### src/rtl/stat_bank_pkg.sv
package stat_bank_pkg;
  localparam int unsigned REG_W      = 16;
  localparam int unsigned FLAG_WORDS = 4;
  localparam int unsigned MAX_CNT    = REG_W * FLAG_WORDS;

  // register offsets (word addresses)
  localparam int unsigned CTRL_OFS   = 'h000;
  localparam int unsigned ROLL_OFS   = 'h004;
  localparam int unsigned MASK_OFS   = 'h008;
  localparam int unsigned CNT_OFS    = 'h100;

  // command bits in the control word
  localparam int unsigned SNAP_BIT   = 0;
  localparam int unsigned CLEAR_BIT  = 1;

  typedef enum logic [1:0] {
    SL_LOW = 2'd0,
    SL_MID = 2'd1,
    SL_TOP = 2'd2,
    SL_PAD = 2'd3
  } slice_e;

  function automatic logic [REG_W-1:0] take_slice(input logic [63:0] v, input slice_e s);
    case (s)
      SL_LOW:  return v[15:0];
      SL_MID:  return v[31:16];
      SL_TOP:  return {8'h00, v[39:32]};
      default: return '0;
    endcase
  endfunction
endpackage

### src/rtl/stat_counter.sv
module stat_counter #(
  parameter int unsigned CNT_W  = 40,
  parameter int unsigned STEP_W = 1
) (
  input  logic              clk,
  input  logic              rst_n,
  input  logic              strobe,
  input  logic [STEP_W-1:0] step,
  input  logic              clear,
  input  logic              snap,
  output logic [CNT_W-1:0]  live,
  output logic [CNT_W-1:0]  held,
  output logic              wrap
);
  localparam int unsigned SUM_W = CNT_W + 1;

  logic [SUM_W-1:0] step_ext;
  logic [SUM_W-1:0] sum;

  assign step_ext = SUM_W'(step);
  assign sum      = {1'b0, live} + step_ext;
  assign wrap     = strobe & ~clear & sum[CNT_W];

  always_ff @(posedge clk) begin
    if (!rst_n) begin
      live <= '0;
      held <= '0;
    end else begin
      if (clear)       live <= '0;
      else if (strobe) live <= sum[CNT_W-1:0];
      if (snap)        held <= live;
    end
  end
endmodule

### src/rtl/stat_rollover.sv
module stat_rollover
  import stat_bank_pkg::*;
#(
  parameter int unsigned NUM_CNT = 24
) (
  input  logic                  clk,
  input  logic                  rst_n,
  input  logic [NUM_CNT-1:0]    wrap,
  input  logic [FLAG_WORDS-1:0] clr_word,
  output logic [MAX_CNT-1:0]    flags
);
  for (genvar b = 0; b < MAX_CNT; b++) begin : g_bit
    if (b < NUM_CNT) begin : g_live
      logic q;
      always_ff @(posedge clk) begin
        if (!rst_n) q <= 1'b0;
        else        q <= (q & ~clr_word[b / REG_W]) | wrap[b];
      end
      assign flags[b] = q;
    end else begin : g_none
      assign flags[b] = 1'b0;
    end
  end
endmodule

### src/rtl/stat_regfile.sv
module stat_regfile
  import stat_bank_pkg::*;
#(
  parameter int unsigned NUM_CNT = 24,
  parameter int unsigned CNT_W   = 40,
  parameter int unsigned ADDR_W  = 10
) (
  input  logic                     clk,
  input  logic                     rst_n,
  input  logic                     wr_en,
  input  logic [ADDR_W-1:0]        wr_addr,
  input  logic [REG_W-1:0]         wr_data,
  input  logic                     rd_en,
  input  logic [ADDR_W-1:0]        rd_addr,
  input  logic [NUM_CNT*CNT_W-1:0] held_flat,
  input  logic [MAX_CNT-1:0]       flags,
  output logic                     snap_cmd,
  output logic                     clear_cmd,
  output logic [FLAG_WORDS-1:0]    clr_word,
  output logic [MAX_CNT-1:0]       mask,
  output logic                     rd_valid,
  output logic [REG_W-1:0]         rd_data
);
  localparam int unsigned PG_W = ADDR_W - 2;
  localparam logic [ADDR_W-1:0] A_CTRL  = ADDR_W'(CTRL_OFS);
  localparam logic [PG_W-1:0]   PG_ROLL = PG_W'(ROLL_OFS / 4);
  localparam logic [PG_W-1:0]   PG_MASK = PG_W'(MASK_OFS / 4);
  localparam logic [ADDR_W-1:0] A_CNT   = ADDR_W'(CNT_OFS);
  localparam logic [PG_W-1:0]   N_CNT   = PG_W'(NUM_CNT);

  // write side: commands and masks
  logic ctrl_hit, mask_hit;
  assign ctrl_hit  = wr_en && (wr_addr == A_CTRL);
  assign mask_hit  = wr_en && (wr_addr[ADDR_W-1:2] == PG_MASK);
  assign snap_cmd  = ctrl_hit & wr_data[SNAP_BIT];
  assign clear_cmd = ctrl_hit & wr_data[CLEAR_BIT];

  always_ff @(posedge clk) begin
    if (!rst_n)        mask <= '0;
    else if (mask_hit) mask[wr_addr[1:0]*REG_W +: REG_W] <= wr_data;
  end

  // read side: decode and select
  logic              roll_hit, mrd_hit, cnt_hit;
  logic [ADDR_W-1:0] rel;
  logic [PG_W-1:0]   idx;
  logic [CNT_W-1:0]  sel;
  logic [REG_W-1:0]  rd_word;

  assign roll_hit = rd_addr[ADDR_W-1:2] == PG_ROLL;
  assign mrd_hit  = rd_addr[ADDR_W-1:2] == PG_MASK;
  assign rel      = rd_addr - A_CNT;
  assign idx      = rel[ADDR_W-1:2];
  assign cnt_hit  = (rd_addr >= A_CNT) && (idx < N_CNT);

  always_comb begin
    sel = '0;
    for (int i = 0; i < NUM_CNT; i++)
      if (idx == PG_W'(i)) sel = held_flat[i*CNT_W +: CNT_W];
  end

  always_comb begin
    rd_word = '0;
    if (roll_hit)     rd_word = flags[rd_addr[1:0]*REG_W +: REG_W];
    else if (mrd_hit) rd_word = mask[rd_addr[1:0]*REG_W +: REG_W];
    else if (cnt_hit) rd_word = take_slice(64'(sel), slice_e'(rel[1:0]));
  end

  assign clr_word = (rd_en && roll_hit) ? (FLAG_WORDS'(1) << rd_addr[1:0]) : '0;

  always_ff @(posedge clk) begin
    if (!rst_n) begin
      rd_valid <= 1'b0;
      rd_data  <= '0;
    end else begin
      rd_valid <= rd_en;
      if (rd_en) rd_data <= rd_word;
    end
  end
endmodule

### src/rtl/stat_snap_bank.sv
module stat_snap_bank
  import stat_bank_pkg::*;
#(
  parameter int unsigned NUM_CNT = 24,
  parameter int unsigned NUM_OCT = 4,
  parameter int unsigned CNT_W   = 40,
  parameter int unsigned OCT_W   = 14,
  parameter int unsigned ADDR_W  = 10
) (
  input  logic                     clk,
  input  logic                     rst_n,
  input  logic [NUM_CNT-1:0]       ev_strobe,
  input  logic [NUM_OCT*OCT_W-1:0] ev_octets,
  input  logic                     wr_en,
  input  logic [ADDR_W-1:0]        wr_addr,
  input  logic [15:0]              wr_data,
  input  logic                     rd_en,
  input  logic [ADDR_W-1:0]        rd_addr,
  output logic                     rd_valid,
  output logic [15:0]              rd_data,
  output logic                     irq
);
  logic [NUM_CNT*CNT_W-1:0] live_flat;
  logic [NUM_CNT*CNT_W-1:0] held_flat;
  logic [NUM_CNT-1:0]       wrap_vec;
  logic [MAX_CNT-1:0]       flags_q;
  logic [MAX_CNT-1:0]       mask_q;
  logic [FLAG_WORDS-1:0]    clr_word;
  logic                     snap_cmd, clear_cmd;

  for (genvar i = 0; i < NUM_CNT; i++) begin : g_cnt
    if (i < NUM_OCT) begin : g_oct
      stat_counter #(.CNT_W(CNT_W), .STEP_W(OCT_W)) u_cnt (
        .clk    (clk),
        .rst_n  (rst_n),
        .strobe (ev_strobe[i]),
        .step   (ev_octets[i*OCT_W +: OCT_W]),
        .clear  (clear_cmd),
        .snap   (snap_cmd),
        .live   (live_flat[i*CNT_W +: CNT_W]),
        .held   (held_flat[i*CNT_W +: CNT_W]),
        .wrap   (wrap_vec[i])
      );
    end else begin : g_frm
      stat_counter #(.CNT_W(CNT_W), .STEP_W(1)) u_cnt (
        .clk    (clk),
        .rst_n  (rst_n),
        .strobe (ev_strobe[i]),
        .step   (1'b1),
        .clear  (clear_cmd),
        .snap   (snap_cmd),
        .live   (live_flat[i*CNT_W +: CNT_W]),
        .held   (held_flat[i*CNT_W +: CNT_W]),
        .wrap   (wrap_vec[i])
      );
    end
  end

  stat_rollover #(.NUM_CNT(NUM_CNT)) u_roll (
    .clk      (clk),
    .rst_n    (rst_n),
    .wrap     (wrap_vec),
    .clr_word (clr_word),
    .flags    (flags_q)
  );

  stat_regfile #(.NUM_CNT(NUM_CNT), .CNT_W(CNT_W), .ADDR_W(ADDR_W)) u_regs (
    .clk       (clk),
    .rst_n     (rst_n),
    .wr_en     (wr_en),
    .wr_addr   (wr_addr),
    .wr_data   (wr_data),
    .rd_en     (rd_en),
    .rd_addr   (rd_addr),
    .held_flat (held_flat),
    .flags     (flags_q),
    .snap_cmd  (snap_cmd),
    .clear_cmd (clear_cmd),
    .clr_word  (clr_word),
    .mask      (mask_q),
    .rd_valid  (rd_valid),
    .rd_data   (rd_data)
  );

  assign irq = |(flags_q & mask_q);
endmodule

### config.mk
export PLATFORM = sky130hd
export DESIGN_NAME = stat_snap_bank
export DESIGN_NICKNAME = d
export VERILOG_FILES = /design/src/rtl/stat_bank_pkg.sv /design/src/rtl/stat_counter.sv /design/src/rtl/stat_rollover.sv /design/src/rtl/stat_regfile.sv /design/src/rtl/stat_snap_bank.sv
export SDC_FILE = /design/constraint.sdc
export NUM_CORES = 2
export LEC_CHECK = 0
export BUFFER_PORTS_ARGS = -buffer_cell sky130_fd_sc_hd__buf_2
export CORE_ASPECT_RATIO = 1.1
export CORE_UTILIZATION = 35
export CTS_BUF_LIST = sky130_fd_sc_hd__clkbuf_8
export CTS_CLUSTER_DIAMETER = 200
export DETAILED_ROUTE_END_ITERATION = 16
export PLACE_DENSITY = 0.55
export SKIP_CTS_REPAIR_TIMING = 1
export SYNTH_ARGS = -nofsm -noshare
export SYNTH_HDL_FRONTEND = slang
export SYNTH_SLANG_ARGS = --single-unit
export TNS_END_PERCENT = 10
### constraint.sdc
create_clock -name clk -period 3.5 [get_ports clk]
set_input_delay 0.175 -clock clk [delete_from_list [all_inputs] [get_ports clk]]
set_output_delay 0.175 -clock clk [all_outputs]
set_load 0.03 [all_outputs]
==> impl_metrics.csv <==
group,metric,value,unit
outcome,status,"finished with violations",
outcome,violations,"negative hold slack, max-capacitance violations, max-slew violations",
power_and_ir_drop,power,48600,uW
setup_path,reg2reg_depth,12,
power_and_ir_drop,p_int,36300,uW
route,drcViolationCount,0,
synth,synth_top_flop_cell,"dfxtp_1",
setup_path,critPathMaxStageDelay,0.93,ns
global_routing,gr-usage-all-layers,28.7,%
power_and_ir_drop,p_sw,12300,uW
power_and_ir_drop,pwr-share-clk,45.5,%
power_and_ir_drop,p_leak,0.0370,uW
synth,synth_area_per_cell,8.26,um^2
placed_design,gp_congestion,1.03,
synth,synth_edf_count,0,
synth,netlist_area,91300,um^2
global_routing,grt_antenna_before_repair,32,
timing,fmax,299,MHz
power_and_ir_drop,powerDensity,456,nW/um^2
setup_path,reg2reg_to,"g_cnt[2].g_oct.u_cnt.live[12]",
global_routing,grt_pass1_vias,77800,
synth,yosys-top-cells-area,"dfxtp_1 44%, nand2_1 11%, a21boi_0 8.5%, xor2_1 5.0%, nor2_1 4.4%",
min_path,whs_endpoint,"g_cnt[3].g_oct.u_cnt.live[4]",
global_routing,overflow,0,
synth,yosysWarningCount,0,
route,highest_layer,"met5",
finish,multi_input_area,47800,um^2
finish,drive_above_1_share,10.7,%
route,wl_met3,31.7,mm
synth,seq_area_frac_synth,44.4,%
placed_design,port_buffers,137,
route,drt_iter0_markers,8566,
timing,tightestPinTransition,1.49,ns
timing,relSlewSlack,-1.75,%
timing,timing.final.max_slew_violations,1,
finish,layout_commonest_cell,"nand2_1",
cts,path_clk_slew,0.06,ns
route,wire_per_inst,25.6,um
timing,fin_crit_sh,95.7,%
cts,cts_tree,"done",
setup_path,regToRegSetupSlack,0.23,ns
cts,clock_latency,1.04,ns
finish,syn2layout_area_growth,16.9,%
min_path,hold_path_class,"input port to register",
setup_path,cp-start-kind,"input port",
power_and_ir_drop,power_switching_share,25.3,%
min_path,min_from,"ev_octets[44]",
cts,htree_levels,5,
cts,root_buffer,"clkbuf_8",
run,cap_violations,1,
min_path,hold_depth,8,
synth,synth.distinct_cells,95,
floorplan,dieArea,263000,um^2
setup_path,worstPathCellList,"dlygate4sd3_1 -> buf_2 -> inv_1 -> ha_1 -> and4b_1 -> nand2_1 -> and2_2 -> buf_4 -> nand4b_1 -> dlygate4sd3_1 -> o211ai_1 -> dlygate4sd3_1",
route,first_pass_iters,8,
global_routing,grt_max_degree,240,
setup_path,slowest_stage,"and2_2",
timing,rsz0062_at_grt,"yes",
timing,clock_skew,0.114,ns
synth,async_flop_share,0,%
setup_path,crit_path_max_fanout,17,
synth,syn-instance-count,11100,
floorplan,fp.dieW,489,um
timing,fin_tns_setup,0,ns
floorplan,io_pins,138,
route,wl,389,mm
route,viasPerCell,5.51,
placed_design,hpwl,295,mm
cts,cts_buffers,355,
timing,holdWs,-0.0359,ns
route,wl_met2,163,mm
floorplan,fp.dieH,538,um
setup_path,setup.worst_path.end_class,"register",
setup_path,crit_top_cell,"dlygate4sd3_1",
timing,period_needed,3.35,ns
route,ant_nets,0,
power_and_ir_drop,combPwrFrac,6.4,%
global_routing,grt_pass1_wl,553,mm
route,wl_met1,172,mm
setup_path,worst-setup-path-type,"input port to register",
finish,fill_cells,26300,
floorplan,rows,196,
power_and_ir_drop,peakVddDrop,0.000283,V
route,dr_total_vias,83700,
cts,clock_tree.buffer_depth,4,
setup_path,worst_ep_arrival_time,4.31,ns
setup_path,r2r_start,"g_cnt[2].g_oct.u_cnt.live[0]",
synth,synth_top_area_share,44.4,%
power_and_ir_drop,seqPwrFrac,48.2,%
cts,clock_sinks,2025,
floorplan,start_util,35.2,%
synth,syn-num-nets,11300,
synth,synth_seq_cells,2025,
timing,setup_violations,0,
setup_path,required,4.47,ns
finish,final_cell_mix,"2553 x nand2_1, 2025 x dfxtp_1, 1072 x nor2_1, 1029 x a21boi_0, 518 x xor2_1",
timing,finalHoldViolCount,2,
finish,seqCellArea,40500,um^2
synth,yosysTopAreaCell,"dfxtp_1",
finish,final_nets,11700,
floorplan,core,259000,um^2
stage by stage:
stage	util, %	hold slack, ns	area [um^2]	setup WS (ns)	instances
after global placement	37.9	0.448	98200	-0.132	14400
after detailed placement	37.9	0.456	98200	-0.216	14400
after floorplan	-	0.323	91300	0.724	11100
after global routing	41.2	0.00233	107000	-0.0324	15200
after CTS	40.6	-0.606	105000	0.283	15100
final	41.2	-0.0359	107000	0.151	15200
worst max path at each step:
stage	slack, ns	startpoint	cells after the start	to
5_1_grt	-0.03	g_cnt[3].g_oct.u_cnt.live[0]	11	g_cnt[3].g_oct.u_cnt.live[38]
2_1_floorplan	0.72	g_cnt[3].g_oct.u_cnt.live[0]	12	g_cnt[3].g_oct.u_cnt.live[20]
3_3_place_gp	-0.13	rd_addr[4]	12	u_regs.rd_data[15]
4_1_cts	0.28	g_cnt[3].g_oct.u_cnt.live[0]	11	g_cnt[3].g_oct.u_cnt.live[34]
6_report	0.15	wr_addr[0]	12	g_cnt[0].g_oct.u_cnt.live[13]
3_5_place_dp	-0.22	rd_addr[4]	12	u_regs.rd_data[15]
cells by family after synthesis:
group / after synthesis / share of synthesized area [%]
buffers and inverters: 783 / 3.37
muxes: 207 / 2.80
AOI/OAI and AO/OA: 2189 / 16.7
DFF: 2025 / 44.4
adders and majority gates: 84 / 1.18
xor gates and xnor gates: 787 / 7.55
and+or+nand+nor: 4982 / 24.0
metal layers:
layer	GRT usage (%)	vias to the layer above
met1	39.4	41000
met2	42.1	3286
li1	-	38700
met3	5.82	783
met4	14.7	18
met5	0	-
sequential cells by signal (all words and copies together), names as in the netlist:
name / count
g_cnt.g_frm.u_cnt.held: 800
g_cnt.g_frm.u_cnt.live: 800
g_cnt.g_oct.u_cnt.held: 160
g_cnt.g_oct.u_cnt.live: 160
u_regs.mask: 64
u_roll.g_bit.g_live.q: 24
u_regs.rd_data: 16
u_regs.rd_valid: 1
layout make-up:
| cell class | instances | share of cell area [%] |
|---|---|---|
| sequential | 2025 | 38.0 |
| timing repair buffer | 740 | 6.14 |
| tap | 3465 | 4.06 |
| clock inverter | 181 | 0.994 |
| antenna | 10 | 0.0234 |
| inverter | 98 | 0.345 |
| clock buffer | 439 | 5.66 |
| multi-input combinational | 8249 | 44.8 |
synth_stat cells (all sizes together), types with 14 or more instances:
cell and n:
mux2i 132, nor3 124, nor2b 47, and3 167, o22ai 55, a22oi 113
a222oi 23, xnor2 269, clkbuf 579, a22o 23, o221ai 27, inv 97
a221oi 50, or3 127, o21a 15, a31oi 33, a21oi 291, xor2 518
or4 15, a2111oi 17, a21o 24, and4 79, and2 50, a211oi 27
o211ai 31, a21boi 1030, nand4 207, nor4 35, o21ai 304, mux4 35
nand3 403, buf 106, nor2 1080, ha 80, nor3b 14, mux2 40
nand2b 29, dfxtp 2025, nand2 2556
critical path: cells and delay by family:
family | cells | cell delay [ns]
AND/OR/NAND/NOR | 4 | 1.49
buffers and inverters | 6 | 2.25
AO/OA/AOI/OAI | 1 | 0.07
adder cells (fa/ha/maj) | 1 | 0.29
power groups by stage:
stage	Clock, uW	Combinational (uW)	Sequential (uW)
2_1_floorplan	0	1770	23900
3_3_place_gp	0	2750	23900
3_5_place_dp	0	2790	23900
4_1_cts	22500	2810	23400
5_1_grt	23600	3300	23400
6_report	22100	3090	23400
(Power assumes the default switching activity.)
